File: config.mk
export PLATFORM = sky130hd
export DESIGN_NAME = xtal_freq_mon
export DESIGN_NICKNAME = d
export VERILOG_FILES = /design/src/rtl/xfm_pkg.sv /design/src/rtl/xfm_edge_sync.sv /design/src/rtl/xfm_period_win.sv /design/src/rtl/xfm_judge.sv /design/src/rtl/xtal_freq_mon.sv
export SDC_FILE = /design/constraint.sdc
export NUM_CORES = 1
export LEC_CHECK = 0
export BUFFER_PORTS_ARGS = -buffer_cell sky130_fd_sc_hd__buf_2
export CAP_MARGIN = 25
export CORE_ASPECT_RATIO = 0.9
export CORE_MARGIN = 2
export CORE_UTILIZATION = 40
export DETAILED_ROUTE_END_ITERATION = 8
export MAX_ROUTING_LAYER = met4
export PLACE_DENSITY = 0.56
export SLEW_MARGIN = 20
export SYNTH_ARGS = -nofsm -noshare
export SYNTH_HDL_FRONTEND = slang
export SYNTH_SLANG_ARGS = --single-unit
export TNS_END_PERCENT = 1
File: constraint.sdc
create_clock -name clk_ref -period 3.1 [get_ports clk_ref]
set_input_delay 0 -clock clk_ref [delete_from_list [all_inputs] [get_ports clk_ref]]
set_output_delay 0 -clock clk_ref [all_outputs]
set_load 0.02 [all_outputs]
File: src/rtl/xfm_pkg.sv
package xfm_pkg;

  typedef enum logic [1:0] {
    XFM_GOOD     = 2'd0,
    XFM_FREQ_ERR = 2'd1,
    XFM_FAIL     = 2'd2
  } xfm_status_e;

endpackage

File: src/rtl/xfm_edge_sync.sv
module xfm_edge_sync #(
  parameter int STAGES = 2
) (
  input  logic clk,
  input  logic rst_n,
  input  logic async_in,
  output logic rise_o
);

  logic [STAGES-1:0] sync_q;
  logic [STAGES-1:0] sync_nx;
  logic              last_q;
  logic              last_nx;

  generate
    for (genvar g = 0; g < STAGES; g++) begin : g_stage
      if (g == 0) begin : g_first
        assign sync_nx[g] = async_in;
      end else begin : g_rest
        assign sync_nx[g] = sync_q[g-1];
      end
    end
  endgenerate

  always_comb begin
    last_nx = sync_q[STAGES-1];
  end

  always_ff @(posedge clk or negedge rst_n) begin
    if (!rst_n) begin
      sync_q <= '0;
      last_q <= 1'b0;
    end else begin
      sync_q <= sync_nx;
      last_q <= last_nx;
    end
  end

  assign rise_o = sync_q[STAGES-1] & ~last_q;


  rise_single_chk: assert property (@(posedge clk) disable iff (!rst_n)
    rise_o |=> !rise_o);

endmodule

File: src/rtl/xfm_period_win.sv
module xfm_period_win #(
  parameter int PERIOD_CYC = 1024,
  parameter int CNT_W      = 11
) (
  input  logic             clk,
  input  logic             rst_n,
  input  logic             en,
  input  logic             rise_i,
  output logic             done_o,
  output logic [CNT_W-1:0] edges_o
);

  localparam int TW = (PERIOD_CYC > 1) ? $clog2(PERIOD_CYC) : 1;
  localparam logic [TW-1:0] LAST_TICK = TW'(PERIOD_CYC - 1);

  logic [TW-1:0]    tick_q, tick_nx;
  logic [CNT_W-1:0] acc_q, acc_nx;
  logic             done_q, done_nx;
  logic [CNT_W-1:0] edges_q, edges_nx;
  logic             at_end;
  logic [CNT_W-1:0] acc_inc;

  assign at_end  = (tick_q == LAST_TICK);
  assign acc_inc = acc_q + CNT_W'(rise_i);

  always_comb begin
    tick_nx  = tick_q;
    acc_nx   = acc_q;
    done_nx  = 1'b0;
    edges_nx = edges_q;
    if (!en) begin
      tick_nx = '0;
      acc_nx  = '0;
    end else if (at_end) begin
      tick_nx  = '0;
      acc_nx   = '0;
      done_nx  = 1'b1;
      edges_nx = acc_inc;
    end else begin
      tick_nx = tick_q + TW'(1);
      acc_nx  = acc_inc;
    end
  end

  always_ff @(posedge clk or negedge rst_n) begin
    if (!rst_n) begin
      tick_q  <= '0;
      acc_q   <= '0;
      done_q  <= 1'b0;
      edges_q <= '0;
    end else begin
      tick_q  <= tick_nx;
      acc_q   <= acc_nx;
      done_q  <= done_nx;
      edges_q <= edges_nx;
    end
  end

  assign done_o  = done_q;
  assign edges_o = edges_q;


  idle_no_done_chk: assert property (@(posedge clk) disable iff (!rst_n)
    !en |=> !done_o);


  done_single_chk: assert property (@(posedge clk) disable iff (!rst_n)
    done_o |=> !done_o);

endmodule

File: src/rtl/xfm_judge.sv
module xfm_judge
  import xfm_pkg::*;
#(
  parameter int EXP_EDGES  = 32,
  parameter int TOL_EDGES  = 2,
  parameter int BAD_LIMIT  = 4,
  parameter int DEAD_LIMIT = 2,
  parameter int CNT_W      = 11
) (
  input  logic             clk,
  input  logic             rst_n,
  input  logic             en,
  input  logic             done_i,
  input  logic [CNT_W-1:0] edges_i,
  input  logic             rd_i,
  output xfm_status_e      status_o,
  output logic             wake_o
);

  localparam int LO_EDGES = (EXP_EDGES > TOL_EDGES) ? (EXP_EDGES - TOL_EDGES) : 0;
  localparam int HI_EDGES = EXP_EDGES + TOL_EDGES;
  localparam int BW = $clog2(BAD_LIMIT + 1);
  localparam int DW = $clog2(DEAD_LIMIT + 1);
  localparam logic [CNT_W-1:0] LO_C = CNT_W'(LO_EDGES);
  localparam logic [CNT_W-1:0] HI_C = CNT_W'(HI_EDGES);
  localparam logic [BW-1:0] BAD_MAX  = BW'(BAD_LIMIT);
  localparam logic [DW-1:0] DEAD_MAX = DW'(DEAD_LIMIT);

  logic [BW-1:0] bad_q, bad_nx;
  logic [DW-1:0] dead_q, dead_nx;
  xfm_status_e   status_q, status_nx, base_st, evt_st;
  logic          wake_q, wake_nx;
  logic          edgeless, in_band, judge;

  assign judge    = en & done_i;
  assign edgeless = (edges_i == '0);
  assign in_band  = (edges_i >= LO_C) && (edges_i <= HI_C);

  // run counters
  always_comb begin
    bad_nx  = bad_q;
    dead_nx = dead_q;
    if (!en) begin
      bad_nx  = '0;
      dead_nx = '0;
    end else if (done_i) begin
      if (edgeless) begin
        bad_nx  = '0;
        dead_nx = (dead_q < DEAD_MAX) ? dead_q + DW'(1) : dead_q;
      end else if (!in_band) begin
        dead_nx = '0;
        bad_nx  = (bad_q < BAD_MAX) ? bad_q + BW'(1) : bad_q;
      end else begin
        bad_nx  = '0;
        dead_nx = '0;
      end
    end
  end

  // condition raised by this window
  always_comb begin
    evt_st = XFM_GOOD;
    if (judge) begin
      if (dead_nx >= DEAD_MAX) begin
        evt_st = XFM_FAIL;
      end else if (bad_nx >= BAD_MAX) begin
        evt_st = XFM_FREQ_ERR;
      end
    end
  end

  // status merge: read clears first, a higher new condition wins
  always_comb begin
    base_st   = rd_i ? XFM_GOOD : status_q;
    status_nx = base_st;
    if (judge && (logic'(evt_st > base_st))) begin
      status_nx = evt_st;
    end
    wake_nx = judge && (dead_nx == DEAD_MAX) && (dead_q != DEAD_MAX);
  end

  always_ff @(posedge clk or negedge rst_n) begin
    if (!rst_n) begin
      bad_q    <= '0;
      dead_q   <= '0;
      status_q <= XFM_GOOD;
      wake_q   <= 1'b0;
    end else begin
      bad_q    <= bad_nx;
      dead_q   <= dead_nx;
      status_q <= status_nx;
      wake_q   <= wake_nx;
    end
  end

  assign status_o = status_q;
  assign wake_o   = wake_q;


  wake_one_cycle_chk: assert property (@(posedge clk) disable iff (!rst_n)
    wake_o |=> !wake_o);


  wake_with_fail_chk: assert property (@(posedge clk) disable iff (!rst_n)
    wake_o |-> (status_o == XFM_FAIL));


  status_quiet_chk: assert property (@(posedge clk) disable iff (!rst_n)
    (!done_i && !rd_i) |=> $stable(status_o));


  read_clear_chk: assert property (@(posedge clk) disable iff (!rst_n)
    (rd_i && !done_i) |=> (status_o == XFM_GOOD));


  fail_kept_chk: assert property (@(posedge clk) disable iff (!rst_n)
    (status_o == XFM_FAIL && !rd_i) |=> (status_o == XFM_FAIL));


  status_code_chk: assert property (@(posedge clk) disable iff (!rst_n)
    (status_o != 2'd3));

endmodule

File: src/rtl/xtal_freq_mon.sv
module xtal_freq_mon
  import xfm_pkg::*;
#(
  parameter int PERIOD_CYC  = 1024,
  parameter int EXP_EDGES   = 32,
  parameter int TOL_EDGES   = 2,
  parameter int BAD_LIMIT   = 4,
  parameter int DEAD_LIMIT  = 2,
  parameter int SYNC_STAGES = 2
) (
  input  logic       clk_ref,
  input  logic       rst_ref_n,
  input  logic       xtal_in,
  input  logic       mon_en,
  input  logic       stat_rd,
  output logic [1:0] status_o,
  output logic       fail_wake_o
);

  localparam int CNT_W = $clog2(PERIOD_CYC + 1);

  logic             xtal_rise;
  logic             win_done;
  logic [CNT_W-1:0] win_edges;
  xfm_status_e      st;

  xfm_edge_sync #(
    .STAGES (SYNC_STAGES)
  ) u_sync (
    .clk      (clk_ref),
    .rst_n    (rst_ref_n),
    .async_in (xtal_in),
    .rise_o   (xtal_rise)
  );

  xfm_period_win #(
    .PERIOD_CYC (PERIOD_CYC),
    .CNT_W      (CNT_W)
  ) u_win (
    .clk     (clk_ref),
    .rst_n   (rst_ref_n),
    .en      (mon_en),
    .rise_i  (xtal_rise),
    .done_o  (win_done),
    .edges_o (win_edges)
  );

  xfm_judge #(
    .EXP_EDGES  (EXP_EDGES),
    .TOL_EDGES  (TOL_EDGES),
    .BAD_LIMIT  (BAD_LIMIT),
    .DEAD_LIMIT (DEAD_LIMIT),
    .CNT_W      (CNT_W)
  ) u_judge (
    .clk      (clk_ref),
    .rst_n    (rst_ref_n),
    .en       (mon_en),
    .done_i   (win_done),
    .edges_i  (win_edges),
    .rd_i     (stat_rd),
    .status_o (st),
    .wake_o   (fail_wake_o)
  );

  assign status_o = st;

endmodule

==> flow_summary.json <==
{
  "status": "completed",
  "p_switching_w": 0.0002033,
  "setup_ws_ns": 0.4159,
  "fp.dieW_microns": 78.15,
  "async_flop_share_pct": 100.0,
  "crit_fanout": 4,
  "holdPathEnd": "u_judge.status_o[0]",
  "clkPwrFrac_pct": 34.7,
  "ant_nets": 0,
  "p_int_w": 0.0007456,
  "syn_nets": 197,
  "io_pins": 8,
  "synth_area_sq_um": 1979,
  "worst_pin_slew_ns": 0.5314,
  "rows": 24,
  "swShare_pct": 21.43,
  "synth_seq_area_share_pct": 55.63,
  "worstSkewPairLatency_ns": 0.29,
  "n_antenna_cell": 0,
  "p_leak_nw": 1.014,
  "grt_pass1_vias": 1273,
  "fmax_mhz": 372.6,
  "area_growth_pct": 11.00,
  "rsz0062_at_grt": "false",
  "r2r-start": "u_win.edges_o[2]",
  "syn-mean-instance-area_sq_um": 10.76,
  "first_pass_iters": 4,
  "synth-edff-count": 0,
  "arrival_ns": 2.86,
  "placedInstanceArea_sq_um": 2079,
  "setup_viol": 0,
  "synthTopCellsByArea": "dfrtp_1, nor2_1, xnor2_1, ha_1, nand3_1",
  "clockRootBuffer": "clkbuf_8",
  "die_area_sq_um": 5528,
  "portBuffers": 7,
  "slew_violations": 0,
  "hold_start": "stat_rd",
  "clockBufferDepth": 2,
  "cts_resized": 0,
  "r2r-end": "u_judge.status_o[0]",
  "cts_tree": "built",
  "ys_ff_latch": 44,
  "r2r_slack_ns": 0.42,
  "synth_top_area_cell": "dfrtp_1",
  "wl_per_cell_microns": 12.81,
  "utilization_pct": 45.73,
  "critPathKind": "reg2reg",
  "tns_ns": 0,
  "grt_antenna_before_repair": 0,
  "grt_max_degree": 45,
  "cts_sinks": 44,
  "vias": 1291,
  "vias_per_cell": 4.927,
  "rr_worst_depth": 10,
  "wl_mm": 3.356,
  "end_kind": "register",
  "post_cts_buffers": 0,
  "combPwrFrac_pct": 3.7,
  "overflow": 0,
  "place_congestion": 0.7256,
  "yosys_warnings": 0,
  "holdWs_ns": 0.01107,
  "h-tree-depth": 2,
  "required_ns": 3.28,
  "synth.distinct_cells": 35,
  "grt_pass1_wl_mm": 5.947,
  "hold_viol_final": 0,
  "synth_commonest_cells": "dfrtp_1, nor2_1, xnor2_1",
  "min_period_ns": 2.684,
  "cts.clk_slew.worst_paths_ns": 0.07,
  "slew_headroom_pct": 64.49,
  "synth_flop_cell": "dfrtp_1",
  "post-synth-top-count-cell": "dfrtp_1",
  "place_worst_setup_slack_ns": 0.4063,
  "max-vdd-ir-drop_uv": 197.3,
  "final_area_sq_um": 2197,
  "fin_skew_ns": 0.003005,
  "dp_hpwl_mm": 2.418,
  "synth_top_area_share_pct": 55.63,
  "drtIter0Drc": 47,
  "startpoint_type": "register",
  "layout-drive-gt1-share_pct": 11.17,
  "start_util_pct": 41.20,
  "die_h_microns": 70.74,
  "numCtsBuffers": 5,
  "gr-usage-all-layers_pct": 14.03,
  "holdPathStages": 4,
  "min_period_over_period_pct": 86.58,
  "nets": 210,
  "core_region_area_sq_um": 4805,
  "power_frac_seq_pct": 61.6,
  "cap_violations": 0,
  "synthCells": 184,
  "powerDensity_nw_per_um2": 431.9,
  "hp-class": "in2reg",
  "drc_errors": 0
}
-- state kept, by name, summed over array words and instances, names as in the netlist --
name / flops
u_judge.bad_q: 3
u_judge.dead_q: 2
u_judge.status_o: 2
u_judge.wake_o: 1
u_sync.last_q: 1
u_sync.sync_q: 2
u_win.acc_q: 11
u_win.done_o: 1
u_win.edges_o: 11
u_win.tick_q: 10
-- stage by stage --
stage | total power (W) | instances
floorplan | 0.0006087 | 184
global placement | 0.0006268 | 252
detailed placement | 0.0006277 | 252
CTS | 0.0009576 | 261
global route | 0.0009941 | 262
finish | 0.0009489 | 262
-- routing by layer --
layer  part of all wire, %  wire length, microns  vias to the layer above  track usage [%]
met2                    48                  1614                       15            22.32
met4                   1.2                    40                        0            3.509
li1                      -                     -                      642                -
met5                     0                     0                        -                -
met3                   3.1                   103                        4            3.827
met1                    48                  1597                      630            17.99
-- area by class of cell --
| type | instances | area, sq um |
|---|---|---|
| clock inverter | 1 | 5.005 |
| timing repair buffer | 11 | 82.58 |
| tap | 65 | 81.33 |
| clock buffer | 6 | 72.57 |
| inverter | 7 | 26.28 |
| multi-input combinational | 128 | 828.3 |
| fill | 464 | 2608 |
| sequential | 44 | 1101 |
-- power by group through the flow --
stage | Combinational (W) | Sequential (W) | Clock, W
floorplan | 0.0000135 | 0.000595 | 0
global placement | 0.0000312 | 0.000596 | 0
detailed placement | 0.0000317 | 0.000596 | 0
CTS | 0.0000337 | 0.000584 | 0.000339
global route | 0.0000407 | 0.000586 | 0.000367
finish | 0.0000351 | 0.000585 | 0.000329
-- worst max path at each step --
stage	from	endpoint	depth (start not counted)
after floorplan	u_win.edges_o[2]	u_judge.status_o[1]	9
after global placement	u_win.edges_o[2]	u_judge.status_o[1]	9
after detailed placement	u_win.edges_o[2]	u_judge.status_o[1]	9
after CTS	u_win.edges_o[2]	u_judge.status_o[1]	9
after global routing	u_win.edges_o[2]	u_judge.status_o[1]	9
final	u_win.edges_o[2]	u_judge.status_o[0]	10
-- timing repair --
item | CTS | global route
hold buffers | 2 | 0
hold endpoints to repair | 45 | 0
endpoints found under the setup margin | 0 | 0
-- cells in the final DEF, fill, tap and decap left out, types with 2 or more instances in the layout --
cell            n
ha_1            8
nor4_1          2
nand2_1         8
inv_1           7
nor3_1          2
mux2_2          2
dfrtp_1        44
mux2i_1         3
nor2_1         35
dlygate4sd3_1   2
nand3_1        11
and2_1          2
a21oi_1        10
buf_2           7
xnor2_1        12
clkbuf_8        5
or3_1           2
and3_1          3
nor2b_1         6
xor2_1          6
-- cell families (layout without fill, tap and decap cells) --
family          count (synthesis)  after routing  share of synthesized area [%]
buf+inv                        12             25                          2.529
mux                             5              5                          2.655
fa+ha+maj                       9              9                          5.563
flops                          44             44                          55.63
simple gates                   80             80                          20.80
compound gates                 16             16                          4.868
xor+xnor                       18             18                          7.965
-- critical path: stages, from the launching register on --
cell       delay (ns)
dfrtp_1          0.39
or3_1            0.39
or4_4            0.45
nor4_4           0.26
nand3_2          0.14
inv_1            0.08
ha_1             0.23
nor2b_1          0.13
o2111ai_1        0.31
nand2_1          0.10
o41ai_1          0.07
Power figures use the tool's default switching activity.
